===== src/rtl/swclk_pkg.sv =====
package swclk_pkg;
  typedef enum logic [1:0] {
    SRC_NONE = 2'd0,
    SRC_INT  = 2'd1,
    SRC_EXT  = 2'd2,
    SRC_HOLD = 2'd3
  } src_e;

  typedef enum logic [2:0] {
    ST_OFF    = 3'd0,
    ST_INTOUT = 3'd1,
    ST_ACQ    = 3'd2,
    ST_EXT    = 3'd3,
    ST_HOLD   = 3'd4,
    ST_STRAP  = 3'd5
  } st_e;
endpackage


===== src/rtl/swclk_meter.sv =====
// Synchronizes the sync input, finds rising edges and counts the cycles since the last one.
module swclk_meter #(
  parameter int W = 10
) (
  input  logic         clk,
  input  logic         rst_n,
  input  logic         clear,
  input  logic         sync_in,
  output logic         rise,
  output logic         meas_vld,
  output logic [W-1:0] since
);
  logic s1_q, s2_q, s3_q;
  logic have_q, have_n;
  logic [W-1:0] cnt_q, cnt_n;

  assign rise     = s2_q & ~s3_q;
  assign meas_vld = rise & have_q & ~clear;
  assign since    = cnt_q;

  always_comb begin
    cnt_n  = cnt_q;
    have_n = have_q;
    if (clear) begin
      cnt_n  = '0;
      have_n = 1'b0;
    end else if (rise) begin
      cnt_n  = W'(1);
      have_n = 1'b1;
    end else if (cnt_q != '1) begin
      cnt_n = cnt_q + 1'b1;
    end
  end

  always_ff @(posedge clk or negedge rst_n) begin
    if (!rst_n) begin
      s1_q   <= 1'b0;
      s2_q   <= 1'b0;
      s3_q   <= 1'b0;
      have_q <= 1'b0;
      cnt_q  <= '0;
    end else begin
      s1_q   <= sync_in;
      s2_q   <= s1_q;
      s3_q   <= s2_q;
      have_q <= have_n;
      cnt_q  <= cnt_n;
    end
  end

  AST_RISE_SPACED: assert property (@(posedge clk) disable iff (!rst_n)
    rise |=> !rise);
endmodule


===== src/rtl/swclk_qual.sv =====
// Tracks a run of consistent in-range intervals and flags lock on the last one of the run.
module swclk_qual #(
  parameter int W          = 10,
  parameter int MIN_PERIOD = 100,
  parameter int MAX_PERIOD = 500,
  parameter int AGREE_CNT  = 3,
  parameter int TOL_SHIFT  = 5
) (
  input  logic         clk,
  input  logic         rst_n,
  input  logic         clear,
  input  logic         meas_vld,
  input  logic [W-1:0] meas,
  output logic         in_rng,
  output logic         lock
);
  localparam int N_W = $clog2(AGREE_CNT + 1);

  logic [W-1:0]   last_q, last_n, diff;
  logic [N_W-1:0] run_q, run_n;
  logic           close;

  always_comb begin
    diff   = (meas > last_q) ? (meas - last_q) : (last_q - meas);
    close  = (run_q != '0) && (diff <= (last_q >> TOL_SHIFT));
    in_rng = (meas >= W'(MIN_PERIOD)) && (meas <= W'(MAX_PERIOD));
    lock   = meas_vld && in_rng && close && (run_q == N_W'(AGREE_CNT - 1));
    run_n  = run_q;
    last_n = last_q;
    if (clear) begin
      run_n = '0;
    end else if (meas_vld) begin
      last_n = meas;
      if (!in_rng)                                      run_n = '0;
      else if (!close)                                  run_n = N_W'(1);
      else if (run_q != N_W'(AGREE_CNT))                run_n = run_q + 1'b1;
    end
  end

  always_ff @(posedge clk or negedge rst_n) begin
    if (!rst_n) begin
      run_q  <= '0;
      last_q <= '0;
    end else begin
      run_q  <= run_n;
      last_q <= last_n;
    end
  end

  AST_LOCK_AFTER_RUN: assert property (@(posedge clk) disable iff (!rst_n)
    lock |-> $past(meas_vld) || $past(run_q) != '0);
endmodule


===== src/rtl/swclk_ticker.sv =====
// Free-running phase counter; fires once per period while running.
module swclk_ticker #(
  parameter int W = 10
) (
  input  logic         clk,
  input  logic         rst_n,
  input  logic         run,
  input  logic         restart,
  input  logic [W-1:0] period,
  output logic         fire,
  output logic [W-1:0] phase
);
  logic [W-1:0] ph_q, ph_n;

  assign phase = ph_q;
  assign fire  = run && !restart && (ph_q >= period);

  always_comb begin
    if (!run || restart || (ph_q >= period)) ph_n = W'(1);
    else                                     ph_n = ph_q + 1'b1;
  end

  always_ff @(posedge clk or negedge rst_n) begin
    if (!rst_n) ph_q <= W'(1);
    else        ph_q <= ph_n;
  end

  AST_PHASE_BOUND: assert property (@(posedge clk) disable iff (!rst_n)
    run |-> (ph_q <= period));
endmodule


===== src/rtl/swclk_src_sel.sv =====
module swclk_src_sel
  import swclk_pkg::*;
#(
  parameter int INT_PERIOD = 250,
  parameter int MIN_PERIOD = 100,
  parameter int MAX_PERIOD = 500,
  parameter int AGREE_CNT  = 3,
  parameter int TOL_SHIFT  = 5,
  parameter int ACQ_WIN    = 6 * MAX_PERIOD
) (
  input  logic       clk,
  input  logic       rst_n,
  input  logic       en,
  input  logic [1:0] cfg_mode,
  input  logic [1:0] strap_sel,
  input  logic       sync_in,
  output logic       tick,
  output logic [1:0] src_status,
  output logic       sync_out,
  output logic       sync_oe
);
  localparam int SPAN     = (2 * MAX_PERIOD > 3 * INT_PERIOD) ? 2 * MAX_PERIOD : 3 * INT_PERIOD;
  localparam int CNT_W    = $clog2(SPAN + 2);
  localparam int WIN_W    = $clog2(ACQ_WIN + 1);
  localparam int N_STRAP  = 4;

  // reset: asserted at once, released through two flops
  logic rs1_q, rst_i;
  always_ff @(posedge clk or negedge rst_n) begin
    if (!rst_n) begin
      rs1_q <= 1'b0;
      rst_i <= 1'b0;
    end else begin
      rs1_q <= 1'b1;
      rst_i <= rs1_q;
    end
  end

  st_e              state_q, state_n;
  logic             auto_q, auto_n;
  logic [WIN_W-1:0] win_q, win_n;
  logic [CNT_W-1:0] plock_q, plock_n;
  logic             start_q;
  logic [1:0]       strap_q;
  logic             tick_q, tick_n;
  logic             meas_clr, rise, meas_vld, in_rng, lock, loss;
  logic [CNT_W-1:0] since, cur_per, phase;
  logic             run, restart, fire;
  logic [CNT_W-1:0] strap_tab [N_STRAP];

  for (genvar g = 0; g < N_STRAP; g++) begin : g_strap
    assign strap_tab[g] = CNT_W'(INT_PERIOD + g * (INT_PERIOD / 2));
  end

  assign meas_clr = !(state_q == ST_ACQ || state_q == ST_EXT);

  swclk_meter #(.W(CNT_W)) u_meter (
    .clk(clk), .rst_n(rst_i), .clear(meas_clr), .sync_in(sync_in),
    .rise(rise), .meas_vld(meas_vld), .since(since)
  );

  swclk_qual #(
    .W(CNT_W), .MIN_PERIOD(MIN_PERIOD), .MAX_PERIOD(MAX_PERIOD),
    .AGREE_CNT(AGREE_CNT), .TOL_SHIFT(TOL_SHIFT)
  ) u_qual (
    .clk(clk), .rst_n(rst_i), .clear(meas_clr), .meas_vld(meas_vld),
    .meas(since), .in_rng(in_rng), .lock(lock)
  );

  assign loss = !rise && ({1'b0, since} >= {plock_q, 1'b0});

  always_comb begin
    state_n = state_q;
    unique case (state_q)
      ST_OFF:   if (en) state_n = cfg_mode[1] ? ST_INTOUT : ST_ACQ;
      ST_ACQ:   if (lock) state_n = ST_EXT;
                else if (auto_q && win_q == WIN_W'(ACQ_WIN - 1)) state_n = ST_STRAP;
      ST_EXT:   if (loss) state_n = ST_HOLD;
      default:  state_n = state_q;
    endcase
    if (!en) state_n = ST_OFF;
  end

  always_comb begin
    auto_n  = (state_q == ST_OFF) ? (cfg_mode == 2'b01) : auto_q;
    win_n   = '0;
    if (state_q == ST_ACQ && win_q != WIN_W'(ACQ_WIN - 1)) win_n = win_q + 1'b1;
    plock_n = plock_q;
    if ((state_q == ST_ACQ && lock) || (state_q == ST_EXT && meas_vld && in_rng))
      plock_n = since;
  end

  always_comb begin
    unique case (state_q)
      ST_STRAP: cur_per = strap_tab[strap_q];
      ST_HOLD:  cur_per = plock_q;
      default:  cur_per = CNT_W'(INT_PERIOD);
    endcase
    run     = (state_q == ST_INTOUT) || (state_q == ST_STRAP) || (state_q == ST_HOLD);
    restart = (state_n != state_q);
    tick_n  = fire || (state_q == ST_EXT && rise);
  end

  swclk_ticker #(.W(CNT_W)) u_ticker (
    .clk(clk), .rst_n(rst_i), .run(run), .restart(restart),
    .period(cur_per), .fire(fire), .phase(phase)
  );

  always_ff @(posedge clk or negedge rst_i) begin
    if (!rst_i) begin
      state_q <= ST_OFF;
      auto_q  <= 1'b0;
      win_q   <= '0;
      plock_q <= CNT_W'(MAX_PERIOD);
      start_q <= 1'b0;
      strap_q <= 2'b00;
      tick_q  <= 1'b0;
    end else begin
      state_q <= state_n;
      auto_q  <= auto_n;
      win_q   <= win_n;
      plock_q <= plock_n;
      tick_q  <= tick_n;
      if (!start_q) begin
        start_q <= 1'b1;
        strap_q <= strap_sel;
      end
    end
  end

  always_comb begin
    unique case (state_q)
      ST_INTOUT, ST_STRAP: src_status = SRC_INT;
      ST_EXT:              src_status = SRC_EXT;
      ST_HOLD:             src_status = SRC_HOLD;
      default:             src_status = SRC_NONE;
    endcase
  end

  assign tick     = tick_q;
  assign sync_oe  = (state_q == ST_INTOUT);
  assign sync_out = sync_oe && (phase <= CNT_W'(INT_PERIOD / 2));

  AST_TICK_SINGLE: assert property (@(posedge clk) disable iff (!rst_i)
    tick_q |=> !tick_q);
  AST_INT_STAYS: assert property (@(posedge clk) disable iff (!rst_i)
    (state_q == ST_INTOUT) |=> (state_q == ST_INTOUT || state_q == ST_OFF));
  AST_EXT_AFTER_LOCK: assert property (@(posedge clk) disable iff (!rst_i)
    $rose(state_q == ST_EXT) |-> $past(lock));
  AST_LOSS_WINDOW: assert property (@(posedge clk) disable iff (!rst_i)
    (state_q == ST_EXT) |-> ({1'b0, since} <= {plock_q, 1'b0}));
  AST_STRAP_FROZEN: assert property (@(posedge clk) disable iff (!rst_i)
    start_q |=> $stable(strap_q));
  AST_EN_LOW_OFF: assert property (@(posedge clk) disable iff (!rst_i)
    !en |=> (state_q == ST_OFF));
endmodule


===== config.mk =====
export PLATFORM = sky130hd
export DESIGN_NAME = swclk_src_sel
export DESIGN_NICKNAME = d
export VERILOG_FILES = /design/src/rtl/swclk_pkg.sv /design/src/rtl/swclk_meter.sv /design/src/rtl/swclk_qual.sv /design/src/rtl/swclk_ticker.sv /design/src/rtl/swclk_src_sel.sv
export SDC_FILE = /design/constraint.sdc
export NUM_CORES = 1
export LEC_CHECK = 0
export ABC_CLOCK_PERIOD_IN_PS = 3310
export BUFFER_PORTS_ARGS = -buffer_cell sky130_fd_sc_hd__buf_2
export CORE_UTILIZATION = 66
export DETAILED_ROUTE_END_ITERATION = 10
export PLACE_DENSITY = 0.84
export SLEW_MARGIN = 20
export SYNTH_ARGS = -nofsm -noshare
export SYNTH_HDL_FRONTEND = slang
export SYNTH_HIERARCHICAL = 1
export SYNTH_SLANG_ARGS = --single-unit

===== constraint.sdc =====
create_clock -name clk -period 3.31 [get_ports clk]
set_input_delay 0.331 -clock clk [delete_from_list [all_inputs] [get_ports clk]]
set_output_delay 0.331 -clock clk [all_outputs]
set_load 0.01 [all_outputs]

; Word level (Yosys, flattened, before mapping)
; Cells that the tools add are included.
; Widths: inputs -> output; s select.
[totals]
ff_bits = 68
input_bits = 8
[classes]
add_sub_neg = 6
n_lt_le_gt_ge = 8
eq_ne = 16
muxes = 24
n_bitwise = 5
reduce_logical = 30
[op_table]
columns = op, count
row1 = $mux 10, 7
row2 = $add 10x1->10 const B, 2
row3 = $bmux 10 s2, 1
row4 = $pmux 10 s2, 1
row5 = $sub 10x10->10, 2
row6 = $logic_and 1x1->1, 15
row7 = $add 12x1->12 const B, 1
row8 = $eq 12x12->1 const B, 1
row9 = $mux 12, 1
row10 = $mux 2, 6
row11 = $mux 3, 4
row12 = $ne 12x12->1 const B, 1
row13 = $ge 10x11->1, 1
row14 = $ge 10x10->1, 1
row15 = $ge 10x7->1 const B, 1
row16 = $gt 10x10->1, 1
row17 = $le 10x5->1, 1
row18 = $le 10x7->1 const B, 1
row19 = $le 10x9->1 const B, 1
row20 = $ne 10x10->1 const B, 1
row21 = $pmux 3 s3, 1
row22 = $logic_or 1x1->1, 7
row23 = $eq 3x2->1 const B, 2
row24 = $eq 3x3->1 const B, 2
row25 = other kinds (19), 27

; Logic depth before layout (Yosys ltp)
; Gate-level depths: netlist (run 1).
[depth]
ltp_word = 15
mapped_depth = 27

; Cells and area by module
; The synthesis (run 1) kept the hierarchy.
[modules_own_cells]
columns = mod, instances, cells_each, area_each_um2, seq_area_each_um2
row1 = swclk_src_sel, 1, 212, 1904.3, 808.3
row2 = swclk_qual, 1, 207, 1730.4, 300.3
row3 = swclk_ticker, 1, 83, 744.5, 251.5
row4 = swclk_meter, 1, 67, 703.2, 350.3

; Worst setup path after synthesis (run 1)
; OpenSTA, ideal clock, no wires.
[synth_path]
kind = flip-flop to flip-flop
start = register u_meter.cnt_q[0], in the netlist u_meter/since[0]
end = register u_ticker.ph_q[0], in the netlist u_ticker/phase[0]
arrival_time_ps = 4841
t_required_ps = 3222
slack_ps = -1619
stages_incl_launch_ff = 26
synth_period_minus_slack_ps = 4929
cell_sequence = dfrtp_1 inv_1 ha_1 inv_1 fa_1 a211oi_1 o221ai_4 a21boi_1 or2_1 buf_6 mux2_2 ha_1 nor2b_1 o211ai_1 a21oi_1 nor2_1 o31ai_1 a211oi_2 and4_1 o21ai_0 a31oi_1 o21ai_0 nand2b_1 a2111o_1 buf_6 or3_1
[synth_via]
elab_chain_cells = 13
elab_cells_between_ends = 22
cone_classes = add/sub (2) / order compare (5) / eq/ne (1) / mux (6) / reduce/logical (8)
[synth_rtl]
columns = item, line_no
row1 = "start, declared", swclk_meter.sv:15  ; logic [W-1:0] cnt_q, cnt_n;
row2 = "start signal, assigned", swclk_meter.sv:47  ; cnt_q <= cnt_n;
row3 = $sub 10x10->10 / $gt 10x10->1 (equally long branches), swclk_qual.sv:24  ; diff = (meas > last_q) ? (meas - last_q) : (last_q - meas);
row4 = $mux 10, swclk_qual.sv:24
row5 = $le 10x5->1, swclk_qual.sv:25  ; close = (run_q != '0) && (diff <= (last_q >> TOL_SHIFT));
row6 = $logic_and 1x1->1, swclk_qual.sv:25
row7 = $logic_and 1x1->1 (*) (2 in series), swclk_qual.sv:27  ; lock = meas_vld && in_rng && close && (run_q == N_W'(AGREE_CNT - 1));
row8 = net lock, swclk_src_sel.sv:46  ; logic meas_clr, rise, meas_vld, in_rng, lock, loss;
row9 = $mux 3 (*), swclk_src_sel.sv:76  ; ST_ACQ: if (lock) state_n = ST_EXT;
row10 = $pmux 3 s3 (*), swclk_src_sel.sv:74  ; unique case (state_q)
row11 = $mux 3 (*), swclk_src_sel.sv:81  ; if (!en) state_n = ST_OFF;
row12 = $ne 3x3->1 (*), swclk_src_sel.sv:100  ; restart = (state_n != state_q);
row13 = net restart, swclk_src_sel.sv:48  ; logic run, restart, fire;
row14 = $logic_or 1x1->1 (*) (2 in series), swclk_ticker.sv:19  ; if (!run || restart || (ph_q >= period)) ph_n = W'(1);
row15 = $mux 10 (*), swclk_ticker.sv:19
row16 = net u_ticker.ph_n[0], swclk_ticker.sv:13  ; logic [W-1:0] ph_q, ph_n;
row17 = "end signal, assigned", swclk_ticker.sv:25  ; else ph_q <= ph_n;
row18 = "end, declared", swclk_ticker.sv:13
; Mark *: on every way through the listed nets, which the timed path passes. The rest lies on a longest branch.
; A chain may end at the register's enable or synchronous reset.

; Final worst setup path (run 1)
[layout_path]
start = register u_meter.cnt_q[0], in the netlist u_meter/since[0]
end = register u_ticker.ph_q[8], in the netlist u_ticker/phase[8]
; Same word-level chain as after synthesis.

==> summary.txt, run 1 <==
Status
  – Status: finished with violations
  – Failing checks: negative setup slack

Global route
  – Largest net degree at the start of global routing: 40
  – All-Layer GR Usage: 36.1%
  – Number of global-route vias before repair: 4,967
  – First-pass GRT wire length: 23,400 um
  – Antenna violations before repair: 0
  – Residual overflow from global routing: 0

Detailed routing
  – DRT iter0 DRCs: 295
  – Via density: 6.31
  – DRT Pass-1 Iters: 5
  – Via Count: 4,819
  – Remaining DRCs: 0
  – Antenna Violating Nets Remaining: 0
  – Total routed wirelength: 13,700 um
  – Drt wl/cell: 17.9 um

Setup path
  – CP startpoint: u_meter/since[0]$_DFFE_PN0P_
  – Worst r2r dst: u_ticker/phase[8]$_DFF_PN0_
  – Number of cells on the worst reg-to-reg path: 25
  – Crit start category: flop
  – CP endpoint kind: flop
  – CP required: 3.58 ns
  – R2r setup slk: -1.47 ns
  – Setup Crit Path Kind: reg -> reg
  – Reg2reg start: u_meter/since[0]$_DFFE_PN0P_
  – Crit-path max FO: 6
  – Crit path DAT: 5.05 ns
  – CP endpoint: u_ticker/phase[8]$_DFF_PN0_

Placement
  – Post-DP HPWL: 9470 um
  – Gpl congestion: 0.945
  – Port bufs: 12
  – Dpl ws: -1.61 ns

Timing
  – Hold Vio Cnt, Final: 0
  – Final worst-path cycle share: 144%
  – Final worst setup slack: -1.47 ns
  – FMAX: 209 MHz
  – RSZ-0062 raised after global routing: true
  – Max Slew Vio Count: 0
  – Max transition margin: 36.3%
  – Worst Clk Skew: 0.0113 ns
  – Worst slew pin tran: 0.954 ns
  – Final critical-path required period: 4.78 ns
  – Count of final setup violators: 26

Synthesis
  – Count of cell types in the netlist: 76
  – Sequential area share after synthesis: 33.7%
  – Mux contribution to synthesized area: 3.13%
  – Synth top area share: 30.0%
  – Yosys reg bits: 68
  – Syn Inst Count: 569
  – Largest family of logic cells by synthesized area: simple AND/OR/NAND/NOR gates
  – Synth Area in Compound Gates: 18.0%
  – Largest area contributor in the netlist: dfrtp_1
  – Number of synthesis warnings: 6
  – Top cells by area, synth: dfrtp_1 (30%), ha_1 (13%), inv_1 (4.4%)
  – XOR/XNOR Fraction of Synth Area: 4.31%
  – Ys async rst share: 100%
  – Simple-gate share of the synthesized area: 20.4%
  – Post-synth EDFFs: 0
  – Dominant synthesized flop cell: dfrtp_1
  – Mapped Area: 0.00508 mm^2
  – Adder-Cell Fraction of Synth Area: 13.6%
  – Avg Cell Area, Syn: 8.93 um^2

Die
  – Row Count: 31
  – # IOs: 13
  – Total die area: 0.00806 mm^2
  – Initial Util: 69.3%
  – Core area: 0.00733 mm^2
  – Die Y: 89.8 um
  – Die width: 89.8 um

Cells and area
  – Commonest cells after routing, fill and taps aside: buf_4 (77), dfrtp_1 (59), inv_1 (58)
  – Fill count: 404
  – ANT cells: 0
  – Layout area overhead: 21.6%
  – Multi-input logic area: 0.00318 mm^2
  – Most common library cell in the layout ignoring fill and taps: buf_4
  – Layout Nets: 722
  – Fraction of layout cells with a size suffix above 1: 26.0%
  – Register area: 0.00171 mm^2

Power and ir drop
  – Max IR drop VDD: 0.243 mV
  – Pwr Density: 334 mW/mm^2
  – Overall Power: 2060 uW
  – Pleak: 0.00280 uW

Worst hold path
  – HP Class: in -> reg
  – Worst Hold Depth: 1

Job
  – Max Cap Viol: 0

CTS
  – Clock transition at path regs: 0.08 ns
  – Clock Sinks: 68
  – Cts bufs inserted: 9
  – Root Driver: clkbuf_8
  – Bufs on Longest Clock Path: 2
  – H-Tree Depth: 3
  – CTS tree: done
  – Clock Latency Late Sink: 0.36 ns
-- cell type report --
type                       count  share of cell area, %
timing repair buffer          98                   11.9
inverter                      61                   3.70
clock buffer                   9                   2.00
clock inverter                 7                   1.23
multi-input combinational    422                   51.4
sequential                    68                   27.7
tap                           99                   2.00
-- critical path, stage by stage, from the launching register on --
cell and delay [ns]:
dfrtp_2 0.42, inv_2 0.08, ha_4 0.13, inv_2 0.03, fa_2 0.37, a211oi_4 0.25, o221ai_4 0.13, a21boi_2 0.18
or2_4 0.20, mux2i_2 0.25, xnor2_1 0.13, ha_1 0.32, nand4_1 0.09, mux2i_1 0.16, a21oi_1 0.08, nor2_1 0.10
o31ai_1 0.08, a211oi_2 0.25, and4_4 0.28, o21ai_2 0.05, a31oi_1 0.18, o21ai_1 0.09, nand2b_4 0.15, a2111o_1 0.36
buf_6 0.16, nor3_1 0.16
-- power breakdown --
group          total (uW)  internal, uW  switching (uW)
Sequential            897           855            42.1
Clock                 709           352             358
Combinational         458           219             240
Total                2060          1420             639
-- how the worst min path moves through the flow --
| stage | from | endpoint | slack [ns] |
|---|---|---|---|
| after floorplan | rst_n | rs1_q$_DFF_PN0_ | 0.04 |
| after global placement | rst_n | rs1_q$_DFF_PN0_ | 0.12 |
| after detailed placement | rst_n | rs1_q$_DFF_PN0_ | 0.12 |
| after CTS | sync_in | u_meter/s1_q$_DFF_PN0_ | 0.07 |
| after global routing | sync_in | u_meter/s1_q$_DFF_PN0_ | 0.07 |
| final | sync_in | u_meter/s1_q$_DFF_PN0_ | 0.08 |
-- timing repair --
| action | 4_1_cts | 5_1_grt |
|---|---|---|
| hold buffers | 1 | 0 |
| setup buffers | 10 | 1 |
| pin swaps | 18 | 4 |
| hold endpoints to repair | 2 | 0 |
| resized for setup | 26 | 4 |
| gates cloned | 1 | 0 |
| setup endpoints to repair | 26 | 26 |
-- logic make-up (layout without fill, tap and decap cells) --
family / after synthesis / count (layout)
AOI/OAI and AO/OA: 135 / 135
xor gates and xnor gates: 25 / 25
adders and majority gates: 54 / 54
buffers and inverters: 80 / 175
DFF: 68 / 68
muxes: 15 / 15
other: 1 / 2
and+or+nand+nor: 191 / 191
-- synth_stat cells, drive strengths merged, types with 9 or more instances --
master   n
xnor2   18
inv     61
ha      52
a21o     9
nand4    9
nand2b  12
and3     9
nor3    21
a21oi   29
nand3   17
a211oi  14
nor2    35
o21ai   40
dfrtp   61
buf     13
nand2   40
-- flip-flops by register name, indices dropped and copies added, names as in the netlist, 2 cells and up --
signal and count:
u_meter/since 10, win_q 12, state_q 3, u_qual/run_q 2, strap_q 2, u_qual/last_q 10, u_ticker/phase 10, plock_q 10
-- per-layer routing --
layer / vias up / track usage, % / wire (um)
met4: 0 / 17.2 / 454
met5: - / 0 / 0
met2: 229 / 62.9 / 6750
met1: 2327 / 43.7 / 5640
li1: 2216 / - / -
met3: 47 / 5.58 / 846
-- through the flow --
stage / hold slack [ns] / setup TNS, ns / util [%] / area, um^2 / std cells
final: 0.0789 / -31.36 / 84.3 / 6180 / 764
after global routing: 0.0681 / -35.81 / 84.3 / 6180 / 764
after CTS: 0.0667 / -28.60 / 84.0 / 6160 / 763
after detailed placement: 0.118 / -33.59 / 78.9 / 5780 / 737
after global placement: 0.115 / -27.86 / 78.9 / 5780 / 737
after floorplan: 0.0354 / -22.67 / - / 5160 / 570
No activity file was read; power rests on OpenSTA's default activity.
==> run 2, diff against run 1 <==
CORE_UTILIZATION = 40   (was 66)
PLACE_DENSITY = unset   (was 0.84)
==> run 2 against run 1 <==
The run still ends with negative setup slack left. Core utilization shrank 32 points. Total power grew 16%. Wire length down 10%. Clock power rose by 51%. Combinational power is 3% lower. Cell area is 3.5% higher. Critical path type unchanged. Register-to-register slack improved by 0.07 ns. Highest routed layer unchanged. Worst setup slack improved by 0.069 ns. Global-route usage fell by 16 points. Sequential power is 0.8% lower. Worst hold slack improved by 0.021 ns. Critical endpoint is now u_ticker/phase[3]$_DFF_PN0_.
==> summary.txt, run 2 (synthesized netlist as in run 1, its figures left out) <==
Status
  – Status: finished with violations
  – Failing checks: negative setup slack

Global route
  – Antenna violations before repair: 0 (unchanged)
  – Number of global-route vias before repair: 4,383 (-12%)
  – Global routing usage on met3: 4.02% (-1.6 points)
  – Busiest grt layer: met2
  – GRT met2 Usage: 33.5% (-29 points)
  – Largest net degree at the start of global routing: 54 (+35%)
  – First-pass GRT wire length: 21,000 um (-9.9%)
  – Met1 GRT Util: 26.8% (-17 points)
  – Residual overflow from global routing: 0 (unchanged)
  – All-Layer GR Usage: 20.3% (-16 points)

Cells and area
  – Commonest cells after routing, fill and taps aside: buf_4 (81), dfrtp_1 (59), inv_1 (58)
  – Fraction of layout cells with a size suffix above 1: 25.6% (-0.42 points)
  – ANT cells: 0 (unchanged)
  – Layout Nets: 725 (+0.42%)
  – Most common library cell in the layout ignoring fill and taps: buf_4
  – Max reg flops: 12 (unchanged)
  – Layout area overhead: 25.9%
  – Post-Layout Cell Count: 836 (+9.4%)
  – Most flop-heavy register: win_q

Timing
  – Worst slew pin tran: 0.906 ns (-0.0474 ns)
  – Max transition margin: 39.5% (+3.2 points)
  – Count of final setup violators: 26 (unchanged)
  – Worst Clk Skew: 0.00554 ns (-0.00576 ns)
  – RSZ-0062 raised after global routing: true
  – WHS: 0.100 ns (+0.0212 ns)
  – Final worst setup slack: -1.40 ns (+0.0694 ns)
  – FMAX: 212 MHz (+1.5%)
  – Final critical-path required period: 4.71 ns (-0.0694 ns)
  – Final worst-path cycle share: 142% (-2.1 points)
  – Hold Vio Cnt, Final: 0 (unchanged)
  – Max Slew Vio Count: 0 (unchanged)

Detailed routing
  – Antenna Violating Nets Remaining: 0 (unchanged)
  – Via Count: 4,469 (-7.3%)
  – Remaining DRCs: 0 (unchanged)
  – DRT iter0 DRCs: 272 (-7.8%)
  – Total routed wirelength: 12,300 um (-10%)
  – Drt wl/cell: 14.7 um (-18%)
  – Via density: 5.35 (-15%)
  – DRT Pass-1 Iters: 5 (unchanged)

CTS
  – Clock transition at path regs: 0.06 ns (-0.02 ns)
  – H-Tree Depth: 3 (unchanged)
  – Cts bufs inserted: 9 (unchanged)
  – CTS tree: done
  – Bufs on Longest Clock Path: 2 (unchanged)
  – Clock Sinks: 68 (unchanged)
  – Clock Latency Late Sink: 0.33 ns (-0.03 ns)
  – Root Driver: clkbuf_16

Placement
  – Port bufs: 12 (unchanged)
  – Post-DP HPWL: 9340 um (-1.4%)
  – Gpl congestion: 0.898 (-5.0%)
  – Placed insts: 807 (+9.5%)

Die
  – Die Y: 115 um (+28%)
  – Die width: 115 um (+28%)
  – Initial Util: 41.6% (-28 points)
  – Core area: 0.0122 mm^2 (+67%)
  – # IOs: 13 (unchanged)
  – Row Count: 40 (+29%)
  – Total die area: 0.0132 mm^2 (+63%)

Power and ir drop
  – Pleak: 0.00288 uW (+2.8%)
  – Max IR drop VDD: 0.300 mV (+24%)
  – Pwr Density: 376 mW/mm^2 (+13%)

Setup path
  – CP required: 3.56 ns (-0.02 ns)
  – Crit-path max FO: 6 (unchanged)
  – Setup Crit Path Kind: reg -> reg
  – R2r setup slk: -1.40 ns (+0.07 ns)
  – CP endpoint kind: flop
  – Crit path DAT: 4.96 ns (-0.09 ns)
  – Crit start category: flop

Job
  – Max Cap Viol: 0 (unchanged)

Worst hold path
  – HP Class: in -> reg
run 2: cell type report:
class | count | area (um^2)
Timing Repair Buffer | 101 | 757
Inverter | 61 | 229
Sequential cell | 68 | 1710
Tap cell | 168 | 210
Clock inverter | 6 | 93.8
Multi-Input combinational cell | 422 | 3160
Fill cell | 1135 | 5810
Clock buffer | 10 | 239
run 2: worst max-delay path: stages (launching register included):
cell and delay (ns):
dfrtp_2 0.40, inv_2 0.07, ha_4 0.13, inv_2 0.03, fa_2 0.36, a211oi_4 0.25
o221ai_4 0.13, a21boi_2 0.15, or2_4 0.19, nor3_2 0.06, a21oi_2 0.11, xor2_1 0.19
ha_1 0.29, a211oi_2 0.18, a21oi_1 0.09, nor2_1 0.11, o31ai_1 0.09, a211oi_2 0.30
and4_4 0.26, o21ai_1 0.06, a31oi_1 0.17, o21ai_1 0.10, nand2b_4 0.15, a2111o_1 0.39
buf_4 0.19, nor3_1 0.16
run 2: repair_timing:
action | CTS | global route
pin swaps | 16 | 6
gates cloned | 1 | 0
setup buffers | 10 | 3
endpoints found under the hold margin | 2 | 0
hold buffers | 1 | 0
gates resized for setup | 15 | 7
setup endpoints to repair | 26 | 26
run 2: path summary, 6_finish.rpt:
| kind | from | end | depth (start not counted) |
|---|---|---|---|
| max | u_meter/since[0]$_DFFE_PN0P_ | u_ticker/phase[3]$_DFF_PN0_ | 25 |
| max in group asynchronous | rst_i$_DFF_PN0_ | u_qual/last_q[6]$_DFFE_PN0P_ | 1 |
| min in group asynchronous | rst_i$_DFF_PN0_ | u_meter/s2_q$_DFF_PN0_ | 0 |
| min reg2reg | rst_i$_DFF_PN0_ | u_meter/s2_q$_DFF_PN0_ | 0 |
| min | sync_in | u_meter/s1_q$_DFF_PN0_ | 1 |
| max reg2reg | u_meter/since[0]$_DFFE_PN0P_ | u_ticker/phase[3]$_DFF_PN0_ | 25 |
run 2: report_power, final:
part           internal [uW]  leakage, uW  switching [uW]
Clock                    687     0.000160             384
Combinational            216      0.00183             228
Sequential               856     0.000889            33.8
run 2: per-layer routing:
metal,up-vias,share of wire [%]
li1,2212,-
met1,2130,47
met2,111,47
met3,16,4.0
met4,0,1.7
met5,-,0
run 2: per-stage QoR:
step	setup TNS [ns]	util, %	power [uW]	instance area (um^2)	setup WS, ns
final	-27.94	52.4	2400	6400	-1.40
after detailed placement	-33.29	48.1	1320	5880	-1.63
after floorplan	-22.67	-	1190	5160	-1.31
after CTS	-26.24	52.0	2420	6350	-1.37
after global placement	-29.86	48.1	1310	5880	-1.46
after global routing	-34.53	52.4	2520	6400	-1.62
==> run 3, diff against run 2 <==
ABC_CLOCK_PERIOD_IN_PS = unset   (was 3310)
CORE_UTILIZATION = 25   (was 40)
==> run 3 against run 2 <==
Clock power decreased by 7%. Via count fell by 2.8%. Worst hold slack improved by 0.0025 ns. First-iteration DRC count shrank 18%. The flow still finishes with violations (negative setup slack). Clock-buffer cell count fell by 1. Non-clock buffer count fell by 3. Sequential cell count stayed put. Sequential power is 0.4% higher. Largest power group unchanged. Total power down 2.2%. Highest routed layer unchanged.
==> summary.txt, run 3 (synthesized netlist as in run 1, its figures left out) <==
Timing
  – Worst slew pin tran: 1.07 ns (+0.167 ns)
  – Final worst setup slack: -1.36 ns (+0.0447 ns)
  – FMAX: 214 MHz (+0.96%)
  – RSZ-0062 raised after global routing: true
  – Count of final setup violators: 26 (unchanged)
  – Max Slew Vio Count: 0 (unchanged)
  – Hold Vio Cnt, Final: 0 (unchanged)
  – Worst Clk Skew: 0.0129 ns (+0.00734 ns)
  – Final worst-path cycle share: 141% (-1.4 points)
  – Final critical-path required period: 4.67 ns (-0.0447 ns)
  – Setup_tns: -25.98 ns (+1.96 ns)
  – Max transition margin: 28.3% (-11 points)

Power and ir drop
  – Max IR drop VDD: 0.215 mV (-28%)
  – Comb pwr share: 19.5% (+1.0 points)
  – Clock power share: 42.5% (-2.0 points)
  – Int Power: 1670 uW (-4.8%)
  – Net Switching: 678 uW (+4.9%)
  – Pwr Density: 358 mW/mm^2 (-4.6%)
  – Pleak: 0.00289 uW (+0.20%)
  – Sw Ratio: 28.8% (+2.0 points)
  – Reg power frac: 38.0% (+1.0 points)

Cells and area
  – Max reg flops: 12 (unchanged)
  – Post-Layout Cell Count: 930 (+11%)
  – Multi-input logic area: 0.00322 mm^2 (+2.1%)
  – Most flop-heavy register: win_q
  – Register area: 0.00171 mm^2 (unchanged)
  – Layout area overhead: 29.1%
  – Cell area after layout: 0.00656 mm^2 (+2.6%)
  – Most common library cell in the layout ignoring fill and taps: buf_4
  – ANT cells: 0 (unchanged)
  – Fraction of layout cells with a size suffix above 1: 27.8% (+2.2 points)
  – Commonest cells after routing, fill and taps aside: buf_4 (78), dfrtp_1 (59), inv_1 (58)
  – Fill count: 2,035 (+79%)
  – Layout Nets: 722 (-0.41%)

Global route
  – Number of global-route vias before repair: 4,336 (-1.1%)
  – Antenna violations before repair: 0 (unchanged)
  – First-pass GRT wire length: 21,200 um (+0.66%)
  – Largest net degree at the start of global routing: 28 (-48%)
  – All-Layer GR Usage: 13.0% (-7.3 points)
  – Residual overflow from global routing: 0 (unchanged)

Worst hold path
  – HP Class: in -> reg
  – Hold Startpoint: sync_in
  – Worst Hold Depth: 1 (unchanged)
  – Hold EP: u_meter/s1_q$_DFF_PN0_

Setup path
  – CP endpoint kind: flop
  – Crit-path max FO: 6 (unchanged)
  – CP required: 3.57 ns (about the same)
  – Crit path DAT: 4.93 ns (-0.03 ns)
  – Setup Crit Path Kind: reg -> reg
  – Crit path largest cell delay: 0.40 ns (about the same)
  – Number of cells on the worst reg-to-reg path: 25 (unchanged)
  – R2r setup slk: -1.36 ns (+0.04 ns)
  – Reg2reg start: u_meter/since[0]$_DFFE_PN0P_
  – Worst r2r dst: u_ticker/phase[0]$_DFF_PN1_
  – Crit start category: flop
  – CP max-delay cell: dfrtp_2

CTS
  – Clock Sinks: 68 (unchanged)
  – Clock Latency Late Sink: 0.34 ns (about the same)
  – Clock transition at path regs: 0.06 ns (about the same)
  – CTS tree: done
  – Cts bufs inserted: 9 (unchanged)
  – H-Tree Depth: 3 (unchanged)
  – Bufs on Longest Clock Path: 2 (unchanged)
  – Root Driver: clkbuf_16

Placement
  – Dpl cell area: 0.00603 mm^2 (+2.6%)
  – Port bufs: 12 (unchanged)
  – Gpl congestion: 0.840 (-6.5%)
  – Dpl ws: -1.61 ns (+0.0238 ns)
  – Placed insts: 905 (+12%)
  – Post-DP HPWL: 9470 um (+1.3%)

Die
  – Die width: 145 um (+26%)
  – Row Count: 51 (+28%)
  – # IOs: 13 (unchanged)
  – Total die area: 0.0209 mm^2 (+59%)
  – Die Y: 145 um (+26%)
  – Core area: 0.0197 mm^2 (+61%)
  – Initial Util: 25.8% (-16 points)

Detailed routing
  – DRT iter0 DRCs: 223 (-18%)
  – Antenna Violating Nets Remaining: 0 (unchanged)
  – Drt wl/cell: 13.4 um (-9.3%)
  – Remaining DRCs: 0 (unchanged)
  – DRT Pass-1 Iters: 4 (-1)
  – Total routed wirelength: 12,400 um (+0.93%)
  – Via density: 4.67 (-13%)
  – Via Count: 4,344 (-2.8%)

Status
  – Failing checks: negative setup slack
  – Status: finished with violations

Job
  – Max Cap Viol: 0 (unchanged)
## run 3: changes by cell type in the layout (fill, tap and decap cells not counted), moves of 2 or more
cell,change
nand2_2,+7
nor3_1,-4
buf_12,+2
buf_4,-3
nor3_2,+4
buf_8,+2
buf_6,-4
o21ai_2,+3
o21ai_1,+4
o21ai_0,-7
inv_6,+2
nand2_1,-8
## run 3: area by class of cell
type / instances / area share [%]
Tap cell: 265 / 5.05
Clock inverter: 7 / 1.22
Inverter: 61 / 3.49
Sequential cell: 68 / 26.1
Multi-Input combinational cell: 422 / 49.1
Clock buffer: 9 / 3.43
Timing Repair Buffer: 98 / 11.6
## run 3: metal layers
layer,share of wire [%],up-vias,track usage [%]
li1,-,2207,-
met1,50,2055,17.4
met2,46,69,20.9
met3,2.6,13,1.56
met4,1.8,0,5.93
met5,0,-,0
## run 3: critical path: cells and delay by family (launching register included)
kind	cells	cell delay, ns
compound gates	10	1.57
simple gates	7	1.22
fa+ha+maj	3	0.75
flops	1	0.40
buf+inv	4	0.36
mux	1	0.30
## run 3: stage by stage
stage | utilization, % | power, uW | hold WS, ns
floorplan | - | 1190 | 0.0354
global placement | 30.6 | 1320 | 0.116
detailed placement | 30.6 | 1330 | 0.120
CTS | 32.7 | 2360 | 0.0913
global route | 33.3 | 2480 | 0.0995
finish | 33.3 | 2350 | 0.103
## run 3: power by group through the flow
stage | clock, uW | sequential, uW | combinational [uW]
2_1_floorplan | 0 | 901 | 292
3_3_place_gp | 0 | 909 | 416
3_5_place_dp | 0 | 910 | 421
4_1_cts | 1030 | 894 | 442
5_1_grt | 1070 | 899 | 510
6_report | 999 | 894 | 460
## run 3: repair_timing
item                                    CTS  global route
pin swaps                                18             8
hold buffers                              1             0
endpoints found under the setup margin   26            26
setup buffers                             5             4
endpoints found under the hold margin     2             0
resized for setup                        13            33
## run 3: worst max-delay path by stage
stage	start	endpoint	cells after the start
2_1_floorplan	u_meter/since[0]$_DFFE_PN0P_	u_ticker/phase[0]$_DFF_PN1_	25
3_3_place_gp	u_meter/since[0]$_DFFE_PN0P_	u_ticker/phase[0]$_DFF_PN1_	24
3_5_place_dp	u_meter/since[0]$_DFFE_PN0P_	u_ticker/phase[9]$_DFF_PN0_	25
4_1_cts	u_meter/since[0]$_DFFE_PN0P_	u_ticker/phase[0]$_DFF_PN1_	24
5_1_grt	u_meter/since[0]$_DFFE_PN0P_	u_ticker/phase[0]$_DFF_PN1_	24
6_report	u_meter/since[0]$_DFFE_PN0P_	u_ticker/phase[0]$_DFF_PN1_	25
